$ cat config.mk
export PLATFORM = sky130hd
export DESIGN_NAME = ocmp_unit
export DESIGN_NICKNAME = d
export VERILOG_FILES = /design/src/rtl/ocmp_pkg.sv /design/src/rtl/ocmp_regs.sv /design/src/rtl/ocmp_tsel.sv /design/src/rtl/ocmp_wave.sv /design/src/rtl/ocmp_unit.sv
export SDC_FILE = /design/constraint.sdc
export NUM_CORES = 1
export LEC_CHECK = 0
export ABC_AREA = 0
export CORE_ASPECT_RATIO = 1.4
export CORE_MARGIN = 8
export CORE_UTILIZATION = 45
export DETAILED_ROUTE_END_ITERATION = 6
export DONT_BUFFER_PORTS = 1
export GPL_TIMING_DRIVEN = 0
export HOLD_SLACK_MARGIN = 0.03
export SLEW_MARGIN = 0
export SYNTH_ARGS = -nofsm -noshare
export SYNTH_HDL_FRONTEND = slang
export SYNTH_HIERARCHICAL = 1
export SYNTH_SLANG_ARGS = --single-unit
$ cat constraint.sdc
create_clock -name clk -period 3.5 [get_ports clk]
set_input_delay 0.175 -clock clk [delete_from_list [all_inputs] [get_ports clk]]
set_output_delay 0.175 -clock clk [all_outputs]
set_load 0.02 [all_outputs]
$ cat src/rtl/ocmp_pkg.sv
`timescale 1ns/1ps
package ocmp_pkg;

    localparam int TMR_W   = 16;
    localparam int REG_W   = 2 * TMR_W;
    localparam int CTRL_W  = 16;
    localparam int WADDR_W = 4;
    localparam logic [CTRL_W-1:0] CTRL_WMASK = 16'hE02F;

    typedef enum logic [2:0] {
        MD_OFF       = 3'd0,
        MD_RISE      = 3'd1,
        MD_FALL      = 3'd2,
        MD_TOGGLE    = 3'd3,
        MD_ONESHOT   = 3'd4,
        MD_REPEAT    = 3'd5,
        MD_PWM       = 3'd6,
        MD_PWM_GUARD = 3'd7
    } mode_e;

    typedef enum logic [1:0] {
        OP_WRITE = 2'd0,
        OP_CLEAR = 2'd1,
        OP_SET   = 2'd2,
        OP_FLIP  = 2'd3
    } alias_op_e;

    typedef enum logic [1:0] {
        GRP_CTRL = 2'd0,
        GRP_PRI  = 2'd1,
        GRP_SEC  = 2'd2,
        GRP_NONE = 2'd3
    } reg_grp_e;

    typedef struct packed {
        logic       enable;
        logic       dbg_freeze;
        logic       idle_stop;
        logic [6:0] rsvd;
        logic       wide;
        logic       flt_ro;
        logic       tsel;
        mode_e      mode;
    } ctrl_t;

    function automatic logic [REG_W-1:0] alias_apply(
        input logic [REG_W-1:0] cur,
        input logic [REG_W-1:0] val,
        input alias_op_e        op
    );
        case (op)
            OP_WRITE: return val;
            OP_CLEAR: return cur & ~val;
            OP_SET:   return cur | val;
            default:  return cur ^ val;
        endcase
    endfunction

    function automatic ctrl_t ctrl_apply(
        input ctrl_t             cur,
        input logic [CTRL_W-1:0] val,
        input alias_op_e         op
    );
        logic [CTRL_W-1:0] c;
        logic [CTRL_W-1:0] n;
        c = cur;
        case (op)
            OP_WRITE: n = val;
            OP_CLEAR: n = c & ~val;
            OP_SET:   n = c | val;
            default:  n = c ^ val;
        endcase
        return ctrl_t'(n & CTRL_WMASK);
    endfunction

    function automatic logic start_level(input ctrl_t c);
        return c.enable && (c.mode == MD_FALL);
    endfunction

endpackage

$ cat src/rtl/ocmp_regs.sv
`timescale 1ns/1ps
module ocmp_regs
    import ocmp_pkg::*;
(
    input  logic               clk,
    input  logic               rst,
    input  logic               wr_en,
    input  logic [WADDR_W-1:0] addr,
    input  logic [REG_W-1:0]   wdata,
    input  logic               reload,
    output ctrl_t              ctrl_q,
    output logic               ctrl_wr,
    output logic               init_lvl,
    output logic [REG_W-1:0]   pri_q,
    output logic [REG_W-1:0]   sec_q
);

    localparam int NDATA = 2;

    reg_grp_e  grp;
    alias_op_e op;
    ctrl_t     ctrl_d;
    logic [REG_W-1:0] data_q [NDATA];

    assign grp = reg_grp_e'(addr[WADDR_W-1:2]);
    assign op  = alias_op_e'(addr[1:0]);

    assign ctrl_wr  = wr_en && (grp == GRP_CTRL);
    assign ctrl_d   = ctrl_wr ? ctrl_apply(ctrl_q, wdata[CTRL_W-1:0], op) : ctrl_q;
    assign init_lvl = start_level(ctrl_d);

    always_ff @(posedge clk) begin
        if (rst) ctrl_q <= '0;
        else     ctrl_q <= ctrl_d;
    end

    // Index 0 is the primary register and reloads from the secondary
    // register on a PWM period strobe. A bus write in the same cycle wins.
    for (genvar g = 0; g < NDATA; g++) begin : g_data
        localparam reg_grp_e MY_GRP = (g == 0) ? GRP_PRI : GRP_SEC;
        localparam logic     CAN_RELOAD = (g == 0);
        always_ff @(posedge clk) begin
            if (rst)
                data_q[g] <= '0;
            else if (wr_en && grp == MY_GRP)
                data_q[g] <= alias_apply(data_q[g], wdata, op);
            else if (CAN_RELOAD && reload)
                data_q[g] <= data_q[NDATA-1];
        end
    end

    assign pri_q = data_q[0];
    assign sec_q = data_q[1];

endmodule

$ cat src/rtl/ocmp_tsel.sv
`timescale 1ns/1ps
module ocmp_tsel
    import ocmp_pkg::*;
(
    input  logic [TMR_W-1:0] a_count,
    input  logic             a_period,
    input  logic [TMR_W-1:0] b_count,
    input  logic             b_period,
    input  logic             tsel,
    input  logic             wide,
    input  logic [REG_W-1:0] pri,
    input  logic [REG_W-1:0] sec,
    output logic             hit_pri,
    output logic             hit_sec,
    output logic             period
);

    logic [TMR_W-1:0] narrow;
    logic [REG_W-1:0] joined;

    assign narrow = tsel ? b_count : a_count;
    assign joined = {b_count, a_count};

    always_comb begin
        if (wide) begin
            hit_pri = (joined == pri);
            hit_sec = (joined == sec);
            period  = b_period;
        end else begin
            hit_pri = (narrow == pri[TMR_W-1:0]);
            hit_sec = (narrow == sec[TMR_W-1:0]);
            period  = tsel ? b_period : a_period;
        end
    end

endmodule

$ cat src/rtl/ocmp_wave.sv
`timescale 1ns/1ps
module ocmp_wave
    import ocmp_pkg::*;
(
    input  logic  clk,
    input  logic  rst,
    input  mode_e mode,
    input  logic  on,
    input  logic  run,
    input  logic  ctrl_wr,
    input  logic  init_lvl,
    input  logic  hit_pri,
    input  logic  hit_sec,
    input  logic  period,
    input  logic  fault_n,
    output logic  out,
    output logic  flag,
    output logic  reload
);

    logic out_q;
    logic done_q;
    logic flag_q;
    logic is_pwm;
    logic trip;

    assign is_pwm = (mode == MD_PWM) || (mode == MD_PWM_GUARD);
    assign trip   = on && (mode == MD_PWM_GUARD) && !fault_n;
    assign reload = run && is_pwm && period && !ctrl_wr && !flag_q && !trip;

    always_ff @(posedge clk) begin
        if (rst) begin
            out_q  <= 1'b0;
            done_q <= 1'b0;
            flag_q <= 1'b0;
        end else if (ctrl_wr) begin
            out_q  <= init_lvl;
            done_q <= 1'b0;
            flag_q <= 1'b0;
        end else if (!on) begin
            out_q <= 1'b0;
        end else if (trip) begin
            out_q  <= 1'b0;
            flag_q <= 1'b1;
        end else if (flag_q) begin
            out_q <= 1'b0;
        end else if (run) begin
            case (mode)
                MD_RISE:   if (hit_pri) out_q <= 1'b1;
                MD_FALL:   if (hit_pri) out_q <= 1'b0;
                MD_TOGGLE: if (hit_pri) out_q <= ~out_q;
                MD_ONESHOT, MD_REPEAT: begin
                    if (!done_q) begin
                        if (hit_pri) begin
                            out_q <= 1'b1;
                        end else if (hit_sec && out_q) begin
                            out_q  <= 1'b0;
                            done_q <= (mode == MD_ONESHOT);
                        end
                    end
                end
                MD_PWM, MD_PWM_GUARD: begin
                    if (period)       out_q <= 1'b1;
                    else if (hit_pri) out_q <= 1'b0;
                end
                default: out_q <= 1'b0;
            endcase
        end
    end

    assign out  = out_q;
    assign flag = flag_q;

endmodule

$ cat src/rtl/ocmp_unit.sv
`timescale 1ns/1ps
module ocmp_unit
    import ocmp_pkg::*;
(
    input  logic               clk,
    input  logic               rst,
    input  logic               bus_we,
    input  logic [WADDR_W-1:0] bus_addr,
    input  logic [REG_W-1:0]   bus_wdata,
    output logic [REG_W-1:0]   bus_rdata,
    input  logic [TMR_W-1:0]   tmr_a_count,
    input  logic               tmr_a_period,
    input  logic [TMR_W-1:0]   tmr_b_count,
    input  logic               tmr_b_period,
    input  logic               dbg_halt,
    input  logic               idle_req,
    input  logic               fault_n,
    output logic               cmp_out
);

    ctrl_t            ctrl_q;
    ctrl_t            ctrl_rd;
    logic             ctrl_wr;
    logic             init_lvl;
    logic [REG_W-1:0] pri_q;
    logic [REG_W-1:0] sec_q;
    logic             hit_pri;
    logic             hit_sec;
    logic             period;
    logic             reload;
    logic             fault_flag;
    logic             unit_on;
    logic             hold;
    logic             run;
    logic             guard_mode;

    assign unit_on    = ctrl_q.enable;
    assign hold       = unit_on && ((ctrl_q.dbg_freeze && dbg_halt) ||
                                    (ctrl_q.idle_stop && idle_req));
    assign run        = unit_on && !hold;
    assign guard_mode = (ctrl_q.mode == MD_PWM_GUARD);

    ocmp_regs u_regs (
        .clk      (clk),
        .rst      (rst),
        .wr_en    (bus_we),
        .addr     (bus_addr),
        .wdata    (bus_wdata),
        .reload   (reload),
        .ctrl_q   (ctrl_q),
        .ctrl_wr  (ctrl_wr),
        .init_lvl (init_lvl),
        .pri_q    (pri_q),
        .sec_q    (sec_q)
    );

    ocmp_tsel u_tsel (
        .a_count  (tmr_a_count),
        .a_period (tmr_a_period),
        .b_count  (tmr_b_count),
        .b_period (tmr_b_period),
        .tsel     (ctrl_q.tsel),
        .wide     (ctrl_q.wide),
        .pri      (pri_q),
        .sec      (sec_q),
        .hit_pri  (hit_pri),
        .hit_sec  (hit_sec),
        .period   (period)
    );

    ocmp_wave u_wave (
        .clk      (clk),
        .rst      (rst),
        .mode     (ctrl_q.mode),
        .on       (unit_on),
        .run      (run),
        .ctrl_wr  (ctrl_wr),
        .init_lvl (init_lvl),
        .hit_pri  (hit_pri),
        .hit_sec  (hit_sec),
        .period   (period),
        .fault_n  (fault_n),
        .out      (cmp_out),
        .flag     (fault_flag),
        .reload   (reload)
    );

    always_comb begin
        ctrl_rd        = ctrl_q;
        ctrl_rd.flt_ro = fault_flag;
        bus_rdata      = '0;
        if (alias_op_e'(bus_addr[1:0]) == OP_WRITE) begin
            case (reg_grp_e'(bus_addr[WADDR_W-1:2]))
                GRP_CTRL: bus_rdata = {{(REG_W-CTRL_W){1'b0}}, ctrl_rd};
                GRP_PRI:  bus_rdata = pri_q;
                GRP_SEC:  bus_rdata = sec_q;
                default:  bus_rdata = '0;
            endcase
        end
    end

endmodule

# Yosys cells after proc, flatten, opt, wreduce, memory -nomap -nowiden
# Memory sizes are Yosys's and may differ from the RTL's.
# Cells that the tools add are included.
# W data, S select, Z words.
totals:
  regBits: 11
  latchBits: 0
  ram_bits: 64
  mem_bits_ro: 0
  input_bits: 76
  out_inout_bits: 33
  word_cells: 125
  mem_count: 1
memory_table:
  columns: ["name", "depth", "word_bits", "read_ports", "rd_ports_with_merged_regs", "write_ports", "line_no", "source"]
  rows:
  - ["u_regs.data_q", 2, 32, 2, 0, 2, "ocmp_regs.sv:23", "logic [REG_W-1:0] data_q [NDATA];"]
op_classes:
  add_sub_neg: 0
  mul: 0
  n_div: 0
  magnitude_cmp: 0
  n_eq_ne: 21
  n_shift: 0
  n_mux: 46
  n_bitwise: 17
  reduce_logical: 31
op_table:
  columns: ["operator", "count"]
  rows:
  - ["$pmux W32 S3", 3]
  - ["$mux W32", 8]
  - ["$and A32 B32 Y32", 2]
  - ["$eq A32 B32 Y1", 2]
  - ["$or A32 B32 Y32", 2]
  - ["$xor A32 B32 Y32", 2]
  - ["$pmux W16 S3", 1]
  - ["$eq A16 B16 Y1", 2]
  - ["$mux W16", 2]
  - ["$not A32 Y32", 1]
  - ["$mux W1", 31]
  - ["$and A16 B16 Y16", 1]
  - ["$logic_and A1 B1 Y1", 16]
  - ["$not A16 Y16", 1]
  - ["$or A16 B16 Y16", 1]
  - ["$xor A16 B16 Y16", 1]
  - ["$eq A3 B3 Y1 const B", 4]
  - ["$ne A6 B4 Y1 const B", 2]
  - ["$reduce_and A5 Y1", 2]
  - ["$eq A3 B2 Y1 const B", 3]
  - ["$ne A7 B4 Y1 const B", 1]
  - ["$ne A6 B6 Y1 const B", 1]
  - ["$reduce_or A2 Y1", 3]
  - ["$logic_not A1 Y1", 5]
  - ["10 further kinds", 18]

# Depth between registers and ports, before layout
depth:
  ltp_word: 15
  depth_mapped: 12
  ltp_nobuf: 10

# Cells and area by module
# The synthesis kept the hierarchy.
modules_own_cells:
  columns: ["mod", "instances", "cells_per_inst", "area_per_inst_um2", "seq_area_each_um2"]
  rows:
  - ["ocmp_regs", 1, 734, 7090.6, 2082.0]
  - ["ocmp_tsel", 1, 152, 1373.8, 0.0]
  - ["ocmp_unit", 1, 119, 959.7, 0.0]
  - ["ocmp_wave", 1, 35, 259.0, 60.1]

# Worst setup path before layout
# No wires, ideal clock.
synth_path:
  path_kind: "flip-flop to flip-flop"
  startpoint: "register, netlist name u_regs/ctrl_q[3]"
  endpoint: "register u_wave.out_q (netlist: u_wave/out)"
  setup_time_ps: 122
  t_arrival_ps: 2314
  t_required_ps: 3378
  path_slack_ps: 1065
  stages_incl_launch_ff: 13
  path_buffers: 2
  synth_period_minus_slack_ps: 2435
  path_cell_list: "dfxtp_1 > buf_6 > buf_12 > mux2i_1 > xnor2_1 > nor3_1 > nand4_1 > o31ai_2 > or2_1 > o311ai_2 > and2b_1 > a31oi_1 > o32a_1"
synth_between:
  elab_chain_cells: 11
  word_cells_on_any_way: 22
  cone_classes: "5 x eq/ne; 15 x mux; 2 x reduce/logical"
synth_lines:
  columns: ["item", "line_no", "source"]
  rows:
  - ["$mux W16 (*)", "ocmp_tsel.sv:21", "assign narrow = tsel ? b_count : a_count;"]
  - ["$eq A16 B16 Y1 (*)", "ocmp_tsel.sv:30", "hit_pri = (narrow == pri[TMR_W-1:0]);"]
  - ["$mux W1 (*)", "ocmp_tsel.sv:25", "if (wide) begin"]
  - ["via hit_pri", "ocmp_unit.sv:27", "logic hit_pri;"]
  - ["$mux W1 (on tied branches)", null, null]
  - ["$mux W1 (on tied branches)", "ocmp_wave.sv:63, ocmp_wave.sv:53", null]
  - ["$pmux W1 S5", "ocmp_wave.sv:48", "case (mode)"]
  - ["$mux W1", "ocmp_wave.sv:47", "end else if (run) begin"]
  - ["$mux W1", "ocmp_wave.sv:45", "end else if (flag_q) begin"]
  - ["$mux W1", "ocmp_wave.sv:42", "end else if (trip) begin"]
  - ["$mux W1", "ocmp_wave.sv:40", "end else if (!on) begin"]
  - ["$mux W1", "ocmp_wave.sv:36", "end else if (ctrl_wr) begin"]
  - ["end signal, assigned", "ocmp_wave.sv:37", "out_q <= init_lvl;"]
  - ["end signal, assigned", "ocmp_wave.sv:51", "MD_TOGGLE: if (hit_pri) out_q <= ~out_q;"]
  - ["end, declared", "ocmp_wave.sv:21", "logic out_q;"]
# Mark *: on every way through the listed nets, which the timed path passes. The rest lies on a longest branch. The select of a mux whose other input is x is not followed.
# A chain may end at the register's enable or synchronous reset.

# Worst setup path in the final report
layout_path:
  startpoint: "register, netlist name u_regs/ctrl_q[3]"
  endpoint: "register u_wave.out_q (netlist: u_wave/out)"
layout_between:
  elab_chain_cells: 11
  word_cells_on_any_way: 22
  cone_classes: "5 x eq/ne; 15 x mux; 2 x reduce/logical"
layout_lines:
  columns: ["item", "line_no"]
  rows:
  - ["$mux W16 (*)", "ocmp_tsel.sv:21"]
  - ["$eq A16 B16 Y1 (*)", "ocmp_tsel.sv:30"]
  - ["$mux W1 (*)", "ocmp_tsel.sv:25"]
  - ["via hit_pri", "ocmp_unit.sv:27"]
  - ["$mux W1 (on tied branches)", null]
  - ["$mux W1 (on tied branches)", "ocmp_wave.sv:63, ocmp_wave.sv:53"]
  - ["$pmux W1 S5", "ocmp_wave.sv:48"]
  - ["$mux W1", "ocmp_wave.sv:47"]
  - ["$mux W1", "ocmp_wave.sv:45"]
  - ["$mux W1", "ocmp_wave.sv:42"]
  - ["$mux W1", "ocmp_wave.sv:40"]
  - ["$mux W1", "ocmp_wave.sv:36"]
# Marks and branches as above.

==> flow_results.xml <==
<?xml version="1.0" encoding="UTF-8"?>
<metrics>
  <group name="timing">
    <metric name="report.final.slew_viol_count" unit="">0</metric>
    <metric name="worst_slew_pin_slew" unit="ns">0.760</metric>
    <metric name="setup_repair_after_global_routing_missed_its_margin" unit="">false</metric>
    <metric name="final.setup_skew" unit="ns">0.00798</metric>
    <metric name="max_freq" unit="GHz">0.331</metric>
    <metric name="final.setup.tns" unit="ns">0</metric>
    <metric name="slew_headroom" unit="">0.494</metric>
    <metric name="finalHoldViolations" unit="">0</metric>
    <metric name="layout_worst_path_cycle_share" unit="">0.862</metric>
    <metric name="post-route-min-period" unit="ns">3.02</metric>
    <metric name="timing.final.setup_violations" unit="">0</metric>
  </group>
  <group name="setup_path">
    <metric name="setup.worst_path.end_class" unit="">flip-flop</metric>
    <metric name="critical_path_required" unit="ns">3.75</metric>
    <metric name="cp-start-kind" unit="">flip-flop</metric>
    <metric name="critPathMaxFanout" unit="">10</metric>
    <metric name="ff2ff_setup_slack" unit="ns">0.48</metric>
    <metric name="setup.worst_path.class" unit="">flip-flop to flip-flop</metric>
    <metric name="worst_ep_arrival_time" unit="ns">3.27</metric>
  </group>
  <group name="clocking">
    <metric name="numCtsBuffers" unit="">9</metric>
    <metric name="cts_root_buffer" unit="">sky130_fd_sc_hd__clkbuf_16</metric>
    <metric name="post_cts.resized_instances" unit="">0</metric>
    <metric name="cts_max_path_buffers" unit="">2</metric>
    <metric name="tritoncts_clock_tree" unit="">yes</metric>
    <metric name="cts_sinks" unit="">75</metric>
    <metric name="cts_clk_pin_slew_worst_paths" unit="ns">0.06</metric>
    <metric name="clk_latency" unit="ns">0.36</metric>
    <metric name="postCtsSetupRepairBufs" unit="">0</metric>
    <metric name="htreeDepth" unit="">3</metric>
  </group>
  <group name="power_and_ir_drop">
    <metric name="worst_ir_drop_vdd" unit="V">0.000212</metric>
    <metric name="power_density" unit="nW/um2">283</metric>
    <metric name="p_leak" unit="nW">4.20</metric>
    <metric name="design_power_total" unit="W">0.00295</metric>
  </group>
  <group name="global_routing">
    <metric name="wire_length_of_the_first_global_routing_pass" unit="um">49200</metric>
    <metric name="antenna_found_initial" unit="">1</metric>
    <metric name="vias_in_the_first_global_route" unit="">7969</metric>
    <metric name="overflow_left_after_global_routing" unit="">0</metric>
    <metric name="gr-usage-all-layers" unit="">0.247</metric>
    <metric name="grt_max_degree" unit="">29</metric>
  </group>
  <group name="cells_and_area">
    <metric name="fillCellCount" unit="">2074</metric>
    <metric name="layout_cells_sized_above_1" unit="">0.158</metric>
    <metric name="antennaDiodeCount" unit="">0</metric>
    <metric name="layout.cell_area.non_filler" unit="um2">10400</metric>
    <metric name="nNetsFinal" unit="">1279</metric>
    <metric name="area_delta_synth_final" unit="%">7.46</metric>
  </group>
  <group name="drt">
    <metric name="dr.pass1.iters" unit="">5</metric>
    <metric name="routedWlPerCell" unit="um">24.6</metric>
    <metric name="vias_per_inst" unit="">5.92</metric>
    <metric name="drtIter0Drc" unit="">578</metric>
    <metric name="antenna_left" unit="">0</metric>
    <metric name="vias" unit="">7838</metric>
    <metric name="drc_errors" unit="">0</metric>
    <metric name="drt-total-wl" unit="um">32500</metric>
  </group>
  <group name="die">
    <metric name="design.die.area" unit="um2">26500</metric>
    <metric name="die_y" unit="um">190</metric>
    <metric name="dieWidth" unit="um">140</metric>
    <metric name="initial_utilization" unit="">0.458</metric>
    <metric name="std_cell_rows" unit="">63</metric>
    <metric name="ios" unit="">109</metric>
    <metric name="core-area" unit="um2">21100</metric>
  </group>
  <group name="logic_synthesis">
    <metric name="netlist_instances" unit="">1039</metric>
    <metric name="synth.yosys.warnings" unit="">6</metric>
    <metric name="mappedNetlistArea" unit="um2">9680</metric>
    <metric name="avgSynthCellArea" unit="um2">9.31</metric>
  </group>
  <group name="place">
    <metric name="port_buffers" unit="">0</metric>
    <metric name="placement.cell_area" unit="um2">10100</metric>
    <metric name="place_hpwl" unit="um">24900</metric>
    <metric name="place_congestion" unit="">0.925</metric>
  </group>
  <group name="status">
    <metric name="outcome" unit="">finished clean</metric>
  </group>
  <group name="hold_path">
    <metric name="hold_class" unit="">input port to flip-flop</metric>
  </group>
  <group name="flow_run">
    <metric name="maxCapViolations" unit="">0</metric>
  </group>
</metrics>
[placed cells by master, fill, tap and decap left out, types with 17 or more instances in the layout]
| cell | count |
|---|---|
| sky130_fd_sc_hd__a21oi_1 | 41 |
| sky130_fd_sc_hd__buf_4 | 18 |
| sky130_fd_sc_hd__a22o_1 | 19 |
| sky130_fd_sc_hd__inv_1 | 124 |
| sky130_fd_sc_hd__a211oi_2 | 27 |
| sky130_fd_sc_hd__o21ai_0 | 28 |
| sky130_fd_sc_hd__nor2b_1 | 25 |
| sky130_fd_sc_hd__nand2b_1 | 17 |
| sky130_fd_sc_hd__mux4_2 | 19 |
| sky130_fd_sc_hd__mux2i_1 | 23 |
| sky130_fd_sc_hd__buf_2 | 30 |
| sky130_fd_sc_hd__nand2_1 | 51 |
| sky130_fd_sc_hd__nor2_1 | 84 |
| sky130_fd_sc_hd__a211oi_1 | 35 |
| sky130_fd_sc_hd__xnor2_1 | 88 |
| sky130_fd_sc_hd__o211ai_1 | 17 |
| sky130_fd_sc_hd__edfxtp_1 | 64 |
| sky130_fd_sc_hd__ha_1 | 144 |
[report_power, final]
part | leakage, nW | switching (W) | total, W | internal, W
registers | 0.762 | 0.000110 | 0.00113 | 0.00102
logic | 3.29 | 0.000468 | 0.000825 | 0.000356
clock network | 0.148 | 0.000406 | 0.000990 | 0.000584
[worst paths after layout]
path | start | to | cells after the start
max reg2reg | u_regs/ctrl_q[3]$_SDFFE_PP0N_ | u_wave/out$_SDFFE_PP0P_ | 12
max | u_regs/ctrl_q[3]$_SDFFE_PP0N_ | u_wave/out$_SDFFE_PP0P_ | 12
min | rst | u_regs/ctrl_q[0]$_SDFF_PP0_ | 2
min reg2reg | u_wave/done_q$_SDFFE_PP0P_ | u_wave/done_q$_SDFFE_PP0P_ | 2
[final cells by class]
type                            count  area, um2  area share
Inverter                          124        465      0.0448
Multi-Input combinational cell    771       6570       0.632
Clock buffer                       16        303      0.0291
Timing Repair Buffer                3       57.6     0.00554
Tap cell                          260        325      0.0313
Sequential cell                    75       2140       0.206
Buffer                             75        538      0.0517
[sequential cells by signal, indices dropped and copies added, names as in the netlist]
register / count
u_regs/data_q: 64
u_wave/out: 1
u_wave/done_q: 1
u_regs/ctrl_q: 8
u_wave/flag: 1
[repair_timing]
| item | 4_1_cts | 5_1_grt |
|---|---|---|
| endpoints found under the hold margin | 3 | 0 |
| hold buffers | 1 | 0 |
| setup endpoints to repair | 0 | 0 |
[metal layers]
metal / vias to the layer above / global-route usage / part of all wire
met5: - / 0 / 0
met4: 0 / 0.120 / 0.044
met3: 73 / 0.0822 / 0.097
met2: 310 / 0.396 / 0.45
met1: 3772 / 0.292 / 0.41
li1: 3683 / - / -
[metrics by stage]
step            util  cells  setup slack (ns)  hold WS [ns]
6_report       0.492   1324             0.482         0.122
4_1_cts        0.492   1324             0.524         0.119
3_5_place_dp   0.477   1307             0.545         0.255
3_3_place_gp   0.474   1305           -0.0397         0.254
2_1_floorplan      -   1045              1.06         0.252
5_1_grt        0.492   1324             0.296         0.132
[critical path: stages (launching register included)]
cell	delay [ns]
sky130_fd_sc_hd__dfxtp_1	0.48
sky130_fd_sc_hd__buf_6	0.22
sky130_fd_sc_hd__buf_12	0.19
sky130_fd_sc_hd__mux2i_4	0.27
sky130_fd_sc_hd__xnor2_1	0.12
sky130_fd_sc_hd__nor4_2	0.23
sky130_fd_sc_hd__nand4_1	0.16
sky130_fd_sc_hd__o31ai_2	0.46
sky130_fd_sc_hd__inv_1	0.11
sky130_fd_sc_hd__a32o_1	0.27
sky130_fd_sc_hd__a21oi_1	0.15
sky130_fd_sc_hd__nor4_1	0.07
sky130_fd_sc_hd__o32a_1	0.15
No activity file was read; power rests on OpenSTA's default activity.
